**src/rtl/cafl_pkg.sv**
```systemverilog
package cafl_pkg;
  localparam int ID_W    = 29;
  localparam int STD_W   = 11;
  localparam int MASK_W  = ID_W + 2;
  localparam int MB_IDE  = ID_W;
  localparam int MB_RTR  = ID_W + 1;
  localparam int SEL_GLB = 0;
  localparam int SEL_LA  = 1;
  localparam int SEL_LB  = 2;
  localparam int SEL_IND = 3;

  typedef logic [MASK_W-1:0] mask_t;

  // identifier bits that take part for the given frame format
  function automatic logic [ID_W-1:0] id_care(input logic ide);
    return ide ? {ID_W{1'b1}} : {{STD_W{1'b1}}, {(ID_W-STD_W){1'b0}}};
  endfunction
endpackage

```
**src/rtl/cafl_mask_regs.sv**
```systemverilog
module cafl_mask_regs import cafl_pkg::*; #(
  parameter int NBUF = 16,
  parameter int SELW = 5
) (
  input  logic            clk_i,
  input  logic            rst_ni,
  input  logic            freeze_i,
  input  logic            wr_en_i,
  input  logic [SELW-1:0] wr_sel_i,
  input  mask_t           wr_data_i,
  output mask_t           glb_o,
  output mask_t           la_o,
  output mask_t           lb_o,
  output mask_t [NBUF-1:0] ind_o
);
  logic wr_ok;
  mask_t glb_q, la_q, lb_q;
  mask_t [NBUF-1:0] ind_q;

  assign wr_ok = wr_en_i & freeze_i;

  always_ff @(posedge clk_i or negedge rst_ni) begin
    if (!rst_ni) begin
      glb_q <= '1;
      la_q  <= '1;
      lb_q  <= '1;
    end else if (wr_ok) begin
      if (wr_sel_i == SELW'(SEL_GLB)) glb_q <= wr_data_i;
      if (wr_sel_i == SELW'(SEL_LA))  la_q  <= wr_data_i;
      if (wr_sel_i == SELW'(SEL_LB))  lb_q  <= wr_data_i;
    end
  end

  for (genvar k = 0; k < NBUF; k++) begin : g_ind
    always_ff @(posedge clk_i or negedge rst_ni) begin
      if (!rst_ni) ind_q[k] <= '1;
      else if (wr_ok && wr_sel_i == SELW'(SEL_IND + k)) ind_q[k] <= wr_data_i;
    end
  end

  assign glb_o = glb_q;
  assign la_o  = la_q;
  assign lb_o  = lb_q;
  assign ind_o = ind_q;


  no_write_wo_freeze_chk: assert property (@(posedge clk_i) disable iff (!rst_ni)
    !freeze_i |=> ($stable(glb_q) && $stable(la_q) && $stable(lb_q) && $stable(ind_q)));
endmodule

```
**src/rtl/cafl_cmp.sv**
```systemverilog
module cafl_cmp import cafl_pkg::*; (
  input  logic            fifo_i,
  input  logic [ID_W-1:0] rx_id_i,
  input  logic            rx_ide_i,
  input  logic            rx_rtr_i,
  input  logic [ID_W-1:0] flt_id_i,
  input  logic            flt_ide_i,
  input  logic            flt_rtr_i,
  input  mask_t           mask_i,
  output logic            hit_o
);
  logic [ID_W-1:0] care;
  logic id_ok, ide_ok, rtr_ok;

  assign care   = mask_i[ID_W-1:0] & id_care(rx_ide_i);
  assign id_ok  = ((rx_id_i ^ flt_id_i) & care) == '0;
  // ordinary buffers: IDE always exact, RTR ignored
  assign ide_ok = (fifo_i && !mask_i[MB_IDE]) || (rx_ide_i == flt_ide_i);
  assign rtr_ok = !fifo_i || !mask_i[MB_RTR] || (rx_rtr_i == flt_rtr_i);
  assign hit_o  = id_ok & ide_ok & rtr_ok;
endmodule

```
**src/rtl/cafl_lowest.sv**
```systemverilog
module cafl_lowest #(
  parameter int N  = 16,
  localparam int IW = $clog2(N)
) (
  input  logic [N-1:0]  vec_i,
  output logic [IW-1:0] idx_o,
  output logic          none_o
);
  always_comb begin
    idx_o  = '0;
    none_o = 1'b1;
    for (int i = N - 1; i >= 0; i--) begin
      if (vec_i[i]) begin
        idx_o  = IW'(i);
        none_o = 1'b0;
      end
    end
  end
endmodule

```
**src/rtl/can_accept_filter.sv**
```systemverilog
module can_accept_filter import cafl_pkg::*; #(
  parameter int NBUF  = 16,
  parameter int NFIFO = 8,
  localparam int SELW = $clog2(NBUF + SEL_IND),
  localparam int BIW  = $clog2(NBUF),
  localparam int FIW  = $clog2(NFIFO)
) (
  input  logic                 clk_i,
  input  logic                 rst_ni,
  input  logic                 freeze_i,
  input  logic                 wr_en_i,
  input  logic [SELW-1:0]      wr_sel_i,
  input  logic [MASK_W-1:0]    wr_data_i,
  input  logic                 indiv_en_i,
  input  logic                 fifo_en_i,
  input  logic [NBUF*ID_W-1:0] flt_id_i,
  input  logic [NBUF-1:0]      flt_ide_i,
  input  logic [NBUF-1:0]      flt_rtr_i,
  input  logic                 frame_vld_i,
  input  logic [ID_W-1:0]      rx_id_i,
  input  logic                 rx_ide_i,
  input  logic                 rx_rtr_i,
  output logic                 res_vld_o,
  output logic [NBUF-1:0]      buf_hit_o,
  output logic [BIW-1:0]       buf_idx_o,
  output logic                 buf_none_o,
  output logic [NFIFO-1:0]     fifo_hit_o,
  output logic [FIW-1:0]       fifo_idx_o,
  output logic                 fifo_none_o
);
  localparam logic [NBUF-1:0] FIFO_RSV = {{(NBUF-NFIFO){1'b0}}, {NFIFO{1'b1}}};

  mask_t glb, la, lb;
  mask_t [NBUF-1:0] ind;
  logic [NBUF-1:0]  buf_raw, buf_c;
  logic [NFIFO-1:0] fifo_raw, fifo_c;
  logic [BIW-1:0]   buf_idx_c;
  logic [FIW-1:0]   fifo_idx_c;
  logic             buf_none_c, fifo_none_c;

  cafl_mask_regs #(.NBUF(NBUF), .SELW(SELW)) i_regs (
    .clk_i, .rst_ni, .freeze_i, .wr_en_i, .wr_sel_i,
    .wr_data_i(mask_t'(wr_data_i)),
    .glb_o(glb), .la_o(la), .lb_o(lb), .ind_o(ind)
  );

  for (genvar k = 0; k < NBUF; k++) begin : g_buf
    mask_t leg, msk;
    if (k == NBUF - 2)      begin : g_a assign leg = la;  end
    else if (k == NBUF - 1) begin : g_b assign leg = lb;  end
    else                    begin : g_g assign leg = glb; end
    assign msk = indiv_en_i ? ind[k] : leg;
    cafl_cmp i_cmp (
      .fifo_i(1'b0), .rx_id_i, .rx_ide_i, .rx_rtr_i,
      .flt_id_i(flt_id_i[k*ID_W +: ID_W]), .flt_ide_i(flt_ide_i[k]),
      .flt_rtr_i(flt_rtr_i[k]), .mask_i(msk), .hit_o(buf_raw[k])
    );
  end

  for (genvar e = 0; e < NFIFO; e++) begin : g_fifo
    mask_t leg, msk;
    if (e == NFIFO - 2)      begin : g_a assign leg = la;  end
    else if (e == NFIFO - 1) begin : g_b assign leg = lb;  end
    else                     begin : g_g assign leg = glb; end
    assign msk = indiv_en_i ? ind[e] : leg;
    cafl_cmp i_cmp (
      .fifo_i(1'b1), .rx_id_i, .rx_ide_i, .rx_rtr_i,
      .flt_id_i(flt_id_i[e*ID_W +: ID_W]), .flt_ide_i(flt_ide_i[e]),
      .flt_rtr_i(flt_rtr_i[e]), .mask_i(msk), .hit_o(fifo_raw[e])
    );
  end

  assign buf_c  = fifo_en_i ? (buf_raw & ~FIFO_RSV) : buf_raw;
  assign fifo_c = fifo_en_i ? fifo_raw : '0;

  cafl_lowest #(.N(NBUF))  i_buf_low  (.vec_i(buf_c),  .idx_o(buf_idx_c),  .none_o(buf_none_c));
  cafl_lowest #(.N(NFIFO)) i_fifo_low (.vec_i(fifo_c), .idx_o(fifo_idx_c), .none_o(fifo_none_c));

  always_ff @(posedge clk_i or negedge rst_ni) begin
    if (!rst_ni) begin
      res_vld_o   <= 1'b0;
      buf_hit_o   <= '0;
      buf_idx_o   <= '0;
      buf_none_o  <= 1'b1;
      fifo_hit_o  <= '0;
      fifo_idx_o  <= '0;
      fifo_none_o <= 1'b1;
    end else begin
      res_vld_o <= frame_vld_i;
      if (frame_vld_i) begin
        buf_hit_o   <= buf_c;
        buf_idx_o   <= buf_idx_c;
        buf_none_o  <= buf_none_c;
        fifo_hit_o  <= fifo_c;
        fifo_idx_o  <= fifo_idx_c;
        fifo_none_o <= fifo_none_c;
      end
    end
  end


  vld_follows_strobe_chk: assert property (@(posedge clk_i) disable iff (!rst_ni)
    frame_vld_i |=> res_vld_o);

  vld_single_chk: assert property (@(posedge clk_i) disable iff (!rst_ni)
    !frame_vld_i |=> !res_vld_o);

  fifo_rsv_chk: assert property (@(posedge clk_i) disable iff (!rst_ni)
    (res_vld_o && $past(fifo_en_i)) |-> (buf_hit_o[NFIFO-1:0] == '0));

  fifo_off_chk: assert property (@(posedge clk_i) disable iff (!rst_ni)
    (res_vld_o && !$past(fifo_en_i)) |-> (fifo_none_o && fifo_hit_o == '0));

  buf_idx_hit_chk: assert property (@(posedge clk_i) disable iff (!rst_ni)
    (res_vld_o && !buf_none_o) |-> buf_hit_o[buf_idx_o]);

  buf_idx_lowest_chk: assert property (@(posedge clk_i) disable iff (!rst_ni)
    (res_vld_o && !buf_none_o) |-> ((buf_hit_o & ((NBUF'(1) << buf_idx_o) - NBUF'(1))) == '0));
endmodule

```
**config.mk**
```make
export PLATFORM = sky130hd
export DESIGN_NAME = can_accept_filter
export DESIGN_NICKNAME = d
export VERILOG_FILES = /design/src/rtl/cafl_pkg.sv /design/src/rtl/cafl_mask_regs.sv /design/src/rtl/cafl_cmp.sv /design/src/rtl/cafl_lowest.sv /design/src/rtl/can_accept_filter.sv
export SDC_FILE = /design/constraint.sdc
export NUM_CORES = 1
export LEC_CHECK = 0
export BUFFER_PORTS_ARGS = -buffer_cell sky130_fd_sc_hd__clkbuf_2
export CORE_ASPECT_RATIO = 1.25
export CORE_MARGIN = 5
export CORE_UTILIZATION = 38
export CTS_CLUSTER_DIAMETER = 100
export DETAILED_ROUTE_END_ITERATION = 12
export MAX_ROUTING_LAYER = met4
export PLACE_DENSITY_LB_ADDON = 0.2
export SETUP_SLACK_MARGIN = 0.2
export SYNTH_ARGS = -nofsm -noshare
export SYNTH_HDL_FRONTEND = slang
export SYNTH_SLANG_ARGS = --single-unit
export TNS_END_PERCENT = 50
```
**constraint.sdc**
```tcl
create_clock -name clk_i -period 5.9 [get_ports clk_i]
set_input_delay 0.59 -clock clk_i [delete_from_list [all_inputs] [get_ports clk_i]]
set_output_delay 0.59 -clock clk_i [all_outputs]
set_load 0.005 [all_outputs]
```
Yosys cells after proc, flatten, opt, wreduce, memory -nomap -nowiden. Cells that the tools add are included.

Flip-flop bits (word level): 607. Latch bits: 0. RAM bits: 0. Memory bits (read-only): 0. Input port bits: 570. Word-level logic and storage cells: 292. Memories kept: 0.

Add/sub/neg operators: 0. $mul: 0. Div/mod/pow operators: 0. Order comparisons: 0. Equal/unequal tests: 42. Shift operators: 0. Mux-type cells: 69. Bitwise gates (word level): 85. Reduce and logical (&&, ||, !) cells: 70.

Operators with widths (number): $and 29x29->29 (36); $logic_not 29->1 (18); $xor 29x29->29 (16); $mux 29 (10); $mux 31 (8); $mux 4 (16); $eq 5x4->1 const B (8); $and 1x1->1 (33); $eq 1x1->1 (24); $mux 1 (24); $mux 3 (8); $eq 5x3->1 const B (4); $mux 18 (1); $logic_and 1x1->1 (16); $logic_not 1->1 (16); $logic_or 1x1->1 (16); $mux 8 (2); $eq 5x5->1 const B (3); $eq 5x2->1 const B (2); $reduce_and 2->1 (3); $eq 5x1->1 const B (1); $logic_not 5->1 (1).

Longest topological paths before layout. Gate-level depths: netlist of run 1.

Word-level depth: 21. Mapped depth: 14. Gate-level depth less buffers: 9.

Modules after synthesis. From an unflattened synthesis of run 1, not the netlist that was laid out.

Cell total of the unflattened synthesis: 4009. Area total of the unflattened synthesis: 40472.6 µm².

Modules (own cells, without submodules): cafl_mask_regs (instances 1, cells each 1333, area each 22849.4 µm², seq. area each 15476.1 µm²); cafl_cmp (instances 24, cells each 54, area each 450.4 µm², seq. area each 0.0 µm²); can_accept_filter (instances 1, cells each 1333, area each 6535.0 µm², seq. area each 853.3 µm²); cafl_lowest (i_buf_low) (instances 1, cells each 33, area each 191.4 µm², seq. area each 0.0 µm²); cafl_lowest (i_fifo_low) (instances 1, cells each 14, area each 86.3 µm², seq. area each 0.0 µm²).

Worst setup path after synthesis of run 1. No wires, ideal clock.

Path type: input to register. Start: input indiv_en_i. End: register buf_idx_o[3]. Library setup time: 122 ps. Data arrival time: 2435 ps. Required time: 5778 ps. Setup slack: 3343 ps. Cell stages on the path: 11. Cell sequence: buf_4 -> buf_6 -> buf_4 -> buf_2 -> nand2_1 -> a21oi_1 -> nor4_1 -> nand3_1 -> nor4_2 -> nor4_2 -> a32o_1.

Longest elaborated chain between the ends: 21. Elaborated cells on any way between the ends: 97. Classes of those cells: mux (33); bitwise (48); reduce/logical (16).

Ends and longest elaborated chain: start, declared (RTL line can_accept_filter.sv:14) `input logic indiv_en_i,`; $mux 29 (RTL line can_accept_filter.sv:52) `assign msk = indiv_en_i ? ind[k] : leg;`; $and 29x29->29 (RTL line cafl_cmp.sv:15) `assign care = mask_i[ID_W-1:0] & id_care(rx_ide_i);`; $and 29x29->29 (RTL line cafl_cmp.sv:16) `assign id_ok = ((rx_id_i ^ flt_id_i) & care) == '0;`; $logic_not 29->1 (RTL line cafl_cmp.sv:16); $and 1x1->1 (RTL line cafl_cmp.sv:20) `assign hit_o = id_ok & ide_ok & rtr_ok;`; $mux 4 (15 in series) (RTL line cafl_lowest.sv:13) `if (vec_i[i]) begin`; $mux 4 * (RTL line cafl_lowest.sv:13); end signal, assigned (RTL line can_accept_filter.sv:92) `buf_idx_o <= buf_idx_c;`; end, declared (RTL line can_accept_filter.sv:25) `output logic [BIW-1:0] buf_idx_o,`.

Mark *: on every way between the ends. The rest lies on a longest branch, timed or not. A chain may end at the register's enable or synchronous reset.

Worst setup path after layout of run 1.
Start: input indiv_en_i. End: register fifo_idx_o[1].

Longest elaborated chain between the ends: 15. Elaborated cells on any way between the ends: 89. Classes of those cells: mux (17); bitwise (32); reduce/logical (40).

Ends and longest elaborated chain: $mux 31 (RTL line can_accept_filter.sv:65) `assign msk = indiv_en_i ? ind[e] : leg;`; $and 29x29->29 (RTL line cafl_cmp.sv:15); $and 29x29->29 (RTL line cafl_cmp.sv:16); $logic_not 29->1 (RTL line cafl_cmp.sv:16); $and 1x1->1 (2 in series) (RTL line cafl_cmp.sv:20); $mux 8 * (RTL line can_accept_filter.sv:74) `assign fifo_c = fifo_en_i ? fifo_raw : '0;`; $mux 3 (7 in series) (RTL line cafl_lowest.sv:13); $mux 3 * (RTL line cafl_lowest.sv:13); end signal, assigned (RTL line can_accept_filter.sv:95) `fifo_idx_o <= fifo_idx_c;`; end, declared (RTL line can_accept_filter.sv:28) `output logic [FIW-1:0] fifo_idx_o,`.

Marks and branches as above.

==> results of run 1 <==
[logic make-up (layout without fill, tap and decap cells)]
logic type / count (synthesis) / after routing
other cells: 0 / 6
mux: 696 / 696
compound gates: 535 / 535
flops: 607 / 607
xor+xnor: 488 / 488
buf+inv: 282 / 795
simple gates: 704 / 704
[metrics by stage]
step           hold slack (ps)  util [%]  total power [mW]  area [sq um]  setup WS [ps]
5_1_grt                  467.7     44.69             13.11         41520           1808
6_report                 381.3     44.69             12.62         41520           1903
3_5_place_dp             470.3     42.33             8.382         39320           1284
4_1_cts                  420.4     44.68             12.70         41510           1927
2_1_floorplan            294.4         -             7.116         35480           3343
3_3_place_gp             469.2     42.33             8.332         39320           1255
[cell usage in the layout, fill, tap and decap left out, types with 3 or more instances in the layout]
cell type  Yosys  routed
dfstp_2      575     575
nor3_1        13      12
nand2b_1      68      68
mux2_2       597     597
a21oi_1      446     446
o221ai_1       4       4
buf_12         0       7
buf_4         25      64
o21ai_1        4       4
nand4_1       13      13
dfrtp_1       32      32
nand3_1       20      19
a21o_1         3       3
nor4_2         4       4
nor4_1       113     113
nor2_2         0       3
or4_1          4       4
o21ai_0        5       5
inv_1          4       4
inv_6          0       3
a41oi_1        5       5
xnor2_1      476     476
clkbuf_16      0      72
diode_2        0       6
nor2_1        41      32
clkbuf_8       0      12
o22ai_1       43      43
clkinv_2       0       8
nor2_4         0       6
clkbuf_2       0     593
mux2i_1       99      99
xor2_1        12      12
nand2b_2       3       3
clkbuf_1      76      26
or3_1          3       3
nor2b_1        9       9
a211oi_1       4       4
nand2_1      404     403
[area by class of cell]
cell class	instances	area share (%)
multi-input cells	2423	43.99
flip-flops and latches	607	38.31
inverters	5	0.04520
well taps	1206	3.634
diodes	6	0.03616
repair buffers	666	8.715
clock inverters	14	0.2893
clock buffers	110	4.972
[power groups by stage]
stage | clock network [mW] | logic (mW) | registers (mW)
after floorplan | 0 | 1.71 | 5.41
after global placement | 0 | 2.84 | 5.49
after detailed placement | 0 | 2.86 | 5.52
after CTS | 4.37 | 2.87 | 5.46
after global routing | 4.52 | 3.06 | 5.53
final | 4.28 | 2.87 | 5.47
[worst reg2reg max path, delay by kind of cell, from the launching register on]
kind | cells | cell delay [ps]
AND/OR/NAND/NOR | 5 | 2440
AO/OA/AOI/OAI | 3 | 760
flip-flops | 1 | 360
[sequential cells by signal, indices dropped and copies added, names as in the netlist]
signal,flops
buf_hit_o,16
fifo_hit_o,8
i_regs.la_o,31
fifo_idx_o,3
buf_none_o,1
buf_idx_o,4
i_regs.ind_o,480
i_regs.lb_o,31
fifo_none_o,1
res_vld_o,1
i_regs.glb_o,31
[worst max-delay path by stage]
stage / slack [ps] / end
floorplan: 3340 / buf_idx_o[3]$_DFFE_PN0P_
global placement: 1260 / buf_idx_o[3]$_DFFE_PN0P_
detailed placement: 1280 / buf_idx_o[3]$_DFFE_PN0P_
CTS: 1930 / buf_idx_o[3]$_DFFE_PN0P_
global route: 1810 / buf_idx_o[0]$_DFFE_PN0P_
finish: 1900 / fifo_idx_o[1]$_DFFE_PN0P_
[per-layer routing]
| metal | track usage (%) | routed length [um] | vias to the layer above |
|---|---|---|---|
| met1 | 35.83 | 60420 | 14180 |
| li1 | - | - | 12420 |
| met4 | 10.95 | 6114 | 0 |
| met5 | - | 0 | - |
| met3 | 3.794 | 7511 | 245 |
| met2 | 50.68 | 74400 | 999 |
==> run summary, run 1 <==
The run finished with clean final reports. The buffers plus inverters on the worst setup path is 2. For the final database, setup skew stands at 31.60 ps. The post-synth design cell area is 35480 sq um. The area inside the core boundary came out at 92900 sq um. For this configuration, the core starts out at a cell density of 38.19%. The headroom to the max-slew limit is 20.35%.

In this design, the largest share of critical-path delay is due to simple AND/OR/NAND/NOR gates. TritonCTS built the clock tree. The remaining global-route overflow came out at 0. The area fraction in and, or, nand and nor cells after synthesis is 9.352%. The number of clock buffers added by TritonCTS is 69.

The most used flip-flop cell after synthesis is dfstp_2. The worst setup path is of the input port to flop kind. Of the post-synthesis cell area, the part taken by muxes is 21.74%. The total internal power is 8.798 mW.

The clock network power share is 33.9%. The flip-flop and latch count after synthesis came out at 607. The final non-filler cell total came out at 5037. The first-pass GRT wire length is 208.2 mm. For this run, the top clock speed supported by timing is 0.2502 GHz. The number of antenna violations at the first check in global routing came out at 8. Measured along the y axis, the die boundary spans 351.6 um. In this design, the critical path's most frequently occurring cell is nor3_1. The maximum number of pins on one net before global-route repair came out at 137. The start of the worst register-to-register path is i_regs.glb_o[10]$_DFFE_PN1P_. The estimated wirelength of the detail-placed design came out at 111.7 mm. The endpoint identified for the worst register-to-register timing path is fifo_idx_o[1]$_DFFE_PN0P_. The net switching power of the design came out at 3.822 mW. The pre-antenna-repair detailed-routing pass consisted of 6 iterations. The post-cts repair resize count is 0. The worst-path maximum fanout came out at 87.

The latest clock arrival within the worst-skew pair is 630 ps. Combinational logic burns 22.8% of the power. The total die area is 99620 sq um. The instance count of the mapped netlist came out at 3312. The number of sinks on the clock net came out at 607.

By area, the combinational part of the netlist is dominated by multiplexers. The switching portion of total power came out at 30.28%. The port buffer count came out at 595. The top-level port count came out at 604. The portion of total power attributed to sequential cells is 43.3%.

The cell row count came out at 125. The routability-driven placement congestion ratio is 0.9516. The total setup violations reported at the end of the flow is 0. The average wire length per cell after detail routing is 29.47 um. The number of pins exceeding their max-slew limit in the final report is 0. The area fraction of the dominant cell type after synthesis is 42.58%. Yosys printed 0 warnings. Clock-pin slew was measured on the worst setup and hold paths at 60 ps. The worst setup path is launched from an input port. The leakage component of the power is 16.61 nW.

The worst-case vdd ir drop is 155.5 uV. In the routed layout, each cell is associated on average with a via count of 5.529. The adder-cell share of the synthesized area is 0%. In the final layout, flip-flops and latches occupy 15910 sq um.

Yosys instantiated no cell more often than mux2_2. From left edge to right edge, the die measures 283.3 um. The total nets after synthesis is 3882.

For this design, the slowest cell found on the critical path is nor3_1. The worst-case reg-to-reg path depth came out at 8. The post-synthesis area per instance came out at 10.71 sq um. The filler cell count is 9101. At the worst endpoint, the required time is 6410 ps. The fraction of registers with async set or reset after synthesis came out at 100.0%. The count of max-cap constraint violations came out at 0. The signal on the critical path passes through buf_8, buf_4, nand2b_1, a21oi_1, or4_1, nor3_1, a41oi_1, nor3_1, nor2b_1, a22o_1.

The path length in cells of the critical path is 10. The longest individual stage delay on the worst path came out at 780 ps. The share of the clock period used by the worst path came out at 67.74%. STA classifies the critical path endpoint as a flop. In the post-synthesis netlist, the biggest area contributors are dfstp_2 43%, mux2_2 19%, xnor2_1 12%, a21oi_1 6.3%, nand2_1 4.3%. The synthesized netlist contains 55 unique library cells. Setup repair after global routing left no endpoint under its margin.

In the final layout, the multi-input gates occupy 18270 sq um. The largest buffer count on any clock path came out at 3. The share of the synthesized netlist area taken by xor and xnor gates came out at 12.05%. The setup slack on the worst flop-to-flop path is 2240 ps. The most critical setup path has its startpoint at indiv_en_i. The post-cts hold buffer count is 0. The H-tree was split into 3 levels. For this run, the post-layout net count is 4342. The minimum period implied by the final worst setup slack is 3997 ps. The number of violations reported at the end of detailed-routing iteration 0 came out at 2064.

The sequential cell area fraction in the yosys report is 44.84%. At the pin with the least slew margin, the transition time is 1192 ps. In this run, synthesis inferred 0 flip-flops with an integrated enable. The final routed DRC violation total is 0. The post-CTS repair timing setup buffer count is 0. The area added between synthesis and finish is 17.03%.

Summing the areas of all compound-gate instances in the mapped netlist gives 8.163% of the synthesized area. dfstp_2 takes more of the synthesized area than any other cell. For the final routed database, the setup TNS stands at 0 ps.

The worst hold-check path type is input port to asynchronous set/reset pin. The via count is 27.85k. Once detail routing completed, the nets flagged for antenna violations numbered 0. For the worst setup path, the data arrival time is 4510 ps.

Sorting the synthesized cells by how often they occur yields 597 x mux2_2, 575 x dfstp_2, 476 x xnor2_1. The detailed-route wire length is 148.4 mm. The via count of the first global-routing pass is 28.33k. The combined global-route utilization of all metal layers came out at 29.51%. The tree is rooted in a clkbuf_16. The fraction of layout instances using a drive strength above 1 is 51.27%.

The placed cell count came out at 4907. The number of endpoints with negative hold slack in the final report is 0. The power per cell area came out at 303.9 nW/um^2.
(Power assumes the default switching activity.)
==> run 2, diff against run 1 <==
ABC_AREA = 1   (was default)
clock period = 4.1 ns   (was 5.9 ns; I/O delays follow)
==> run 2 against run 1 <==
Effect of this change:
- wire length rose by 6.4%
- die area barely moved
- sequential share of layout area fell by 0.21 points
- clock-buffer cell count fell by 5
- first-iteration DRC count rose by 54%
- critical path depth rose by 10
- synthesized area barely moved
==> run summary, run 2 <==
The flow ran to the end, and the final reports show no timing, DRC or antenna violations. The initial cell density of the core came out at 38.21% (about the same). The area inside the core boundary is 92900 sq um (unchanged). The path length in cells of the critical path came to 20 (+10). The highest attainable clock frequency came out at 0.2866 GHz. The longest individual stage delay on the worst path came out at 490 ps (-290 ps). The largest buffer count on any clock path came out at 3 (unchanged).

The final non-filler cell total came out at 6273 (+25%). The dominant register cell in the synthesized netlist is dfstp_2. The placed cell count is 6148 (+25%). The estimated wirelength of the detail-placed design is 117.7 mm (+5.4%). The number of routed nets with antenna violations came out at 0 (unchanged). The total nets after synthesis came out at 5131 (+32%).

The horizontal die dimension came to 283.4 um (about the same). The flip-flop and latch count after synthesis is 607 (unchanged). The post-cts hold buffer count was 0 (unchanged). The library cell used most frequently in the layout, excluding fill and tap cells, is nand2_1.

The average wire length per cell after detail routing is 25.18 um (-15%). The total die area is 99650 sq um (about the same). The cell type with the highest aggregate area in the netlist is dfstp_2. The cell row count is 125 (unchanged). The cell that appears most often on the critical path is nand2_1.

The pin slew with the least headroom to its limit is 1313 ps (+121.1 ps). The remaining global-route overflow came out at 0 (unchanged). The worst hold-check path type is input port to flop. The first-pass GRT wire length is 224.6 mm (+7.9%). The number of H-tree levels is 3 (unchanged). The post-synthesis cell type count came to 47 (-15%).

The sum of negative setup slack came out at 0 ps (unchanged). The maximum clock skew at final layout was 18.01 ps (-13.58 ps). The final instance area is 41750 sq um (+0.54%). The fraction of layout instances using a drive strength above 1 came out at 27.98% (-23 points). The detailed-route wire length was 158.0 mm (+6.4%).

Counting I/O delays and the setup requirement, the final critical path takes 3489 ps. The tree is rooted in a clkbuf_16. The power per cell area came out at 440.7 nW/um^2 (+45%). The clock-pin slew on the worst setup and hold paths is 60 ps (about the same). The worst endpoint data arrival time came out at 4000 ps (-510 ps). The area added between synthesis and finish came out at 17.61%. The latest clock arrival within the worst-skew pair was 620 ps (about the same). The top-level port count came out at 604 (unchanged). The headroom to the max-slew limit was 12.37% (-8.0 points).

The routability-driven placement congestion ratio came to 0.9590 (+0.78%). The via count is 33.59k (+21%). In this run the critical register-to-register path is captured at buf_idx_o[0]$_DFFE_PN0P_.

The post-synthesis area per instance came to 7.782 sq um (-27%). The critical path data required time is 4610 ps (-1800 ps). Counting instances in the post-synthesis netlist gives the leading cell types as 1761 x nand2_1, 660 x o21ai_0, 575 x dfstp_2. The final routed DRC violation total is 0 (unchanged). The setup slack on the worst flop-to-flop path was 790 ps (-1450 ps).

The buffers plus inverters on the worst setup path is 5 (+3). Ranked by total cell area, the synthesized netlist is headed by dfstp_2 43%, nand2_1 19%, xor2_1 9.5%, o21ai_0 9.3%, a21oi_1 3.1%. TritonCTS built the clock tree. The worst-case reg-to-reg path depth came out at 17 (+9).

The leakage component of the power was 19.18 nW (+15%). The number of pins exceeding their max-slew limit in the final report came out at 0 (unchanged). The fraction of registers with async set or reset after synthesis is 100.0% (unchanged).

The number of nets in the layout is 5584 (+29%). The count of max-cap constraint violations is 0 (unchanged). The filler cell count was 9632 (+5.8%). The sequential cell area fraction in the yosys report is 44.82% (about the same). The number of antenna violations at the first check in global routing came out at 3 (-5). Leaving out fill and tap cells, the most frequent cells in the layout are 1760 x nand2_1, 660 x o21ai_0, 592 x clkbuf_2. The cell family contributing the most delay on the critical path is simple AND/OR/NAND/NOR gates.

Setup repair after global routing left no endpoint under its margin. The area occupied by multi-input gates came out at 17590 sq um (-3.7%). The number of vias per cell is 5.354 (-3.2%).

The combined global-route utilization of all metal layers came out at 31.34% (+1.8 points). The flip-flop count of the largest register, all copies and words added came out at 480 (unchanged). The launch point of the worst hold path is frame_vld_i.

The leading cell type by number of instances after synthesis is nand2_1. The die span in y was 351.7 um (about the same). The tightest hold margin is 26.41 ps (-354.9 ps). The number of sinks on the clock net is 607 (unchanged). The area fraction of the dominant cell type after synthesis is 42.57% (about the same). The via count of the first global-routing pass is 32.44k (+14%). The startpoint kind of the worst setup timing path is an input port. The area of placed instances is 39460 sq um (+0.36%). The count of warnings emitted by yosys is 0 (unchanged). The number of stages on the worst hold path came out at 1.

The instance count of the mapped netlist is 4561 (+38%). The port buffer count came out at 595 (unchanged). The maximum number of pins on one net before global-route repair came out at 152 (+11%). The classification of the worst setup path is input port to flop. The number of endpoints with negative hold slack in the final report is 0 (unchanged). The final critical path takes up 85.09% of the cycle. The post-CTS repair timing setup buffer count came out at 0 (unchanged). The register area came out at 15910 sq um (unchanged). STA classifies the critical path endpoint as a flop.

The worst-case vdd ir drop is 329.2 uV (+110%). The startpoint identified for the worst register-to-register timing path is i_regs.glb_o[9]$_DFFE_PN1P_. The worst-path maximum fanout came out at 38 (-56%). The post-synth design cell area is 35490 sq um (about the same). The total setup violations reported at the end of the flow is 0 (unchanged).

The worst hold path terminates at res_vld_o$_DFF_PN0_. The post-cts repair resize count is 0 (unchanged). The length of the first detailed-routing pass in iterations is 8 (+2). The number of buffers inserted during clock tree synthesis came out at 70 (+1.4%). The critical path's slowest cell is a221oi_1. The number of violations reported at the end of detailed-routing iteration 0 is 3185 (+54%).

Traced cell by cell, the critical path runs through buf_8, inv_2, buf_12, nand2_1, buf_4, nand2_1, a22o_1, a221oi_1, nand4_1, o21ai_0, buf_4, nand2_1, nand2_1, nand2_1, nand2_1, nand2_1, nand2_1, nand2_1, nand2_1, nand2_1. The count of flip-flops with a built-in enable after synthesis is 0 (unchanged).
-- run 2: layout make-up --
cell class	instances	share of cell area [%]
multi-input cells	3504	42.13
well taps	1206	3.615
flip-flops and latches	607	38.11
diodes	2	0.01199
inverters	125	1.136
clock inverters	18	0.5005
clock buffers	105	4.954
repair buffers	706	9.543
-- run 2: worst max-delay path by stage --
stage | startpoint | end | slack [ps]
2_1_floorplan | rx_ide_i | buf_idx_o[3]$_DFFE_PN0P_ | 1800
3_3_place_gp | indiv_en_i | buf_idx_o[0]$_DFFE_PN0P_ | 70
3_5_place_dp | indiv_en_i | buf_idx_o[0]$_DFFE_PN0P_ | 100
4_1_cts | indiv_en_i | buf_idx_o[0]$_DFFE_PN0P_ | 750
5_1_grt | indiv_en_i | buf_idx_o[0]$_DFFE_PN0P_ | 530
6_report | indiv_en_i | buf_idx_o[0]$_DFFE_PN0P_ | 610
-- run 2: logic make-up after synthesis --
| kind of cell | after synthesis | share of synthesized area, % |
|---|---|---|
| AND/OR/NAND/NOR | 2017 | 22.11 |
| buffers and inverters | 450 | 5.866 |
| AO/OA/AOI/OAI | 1023 | 15.76 |
| XOR/XNOR | 464 | 11.45 |
| flip-flops | 607 | 44.82 |
-- run 2: per-layer routing --
layer / vias to the layer above / global-route usage (%) / wire length [um]
li1: 15680 / - / -
met1: 16160 / 37.35 / 61980
met2: 1451 / 53.81 / 78530
met3: 300 / 3.659 / 9418
met4: 0 / 13.97 / 8034
met5: - / - / 0
-- run 2: where the power goes --
part	switching (mW)	internal, mW	total (mW)
Sequential	0.442	7.35	7.79
Clock	2.68	3.74	6.42
Combinational	2.73	1.46	4.19
Total	5.85	12.5	18.4
-- run 2: through the flow --
step           setup slack, ps  utilization, %  total power [mW]
2_1_floorplan             1801               -             10.09
6_report                 611.2           44.94             18.40
4_1_cts                  748.3           44.93             18.47
5_1_grt                  533.0           44.94             19.21
3_3_place_gp             66.66           42.48             11.96
3_5_place_dp             104.8           42.48             12.01
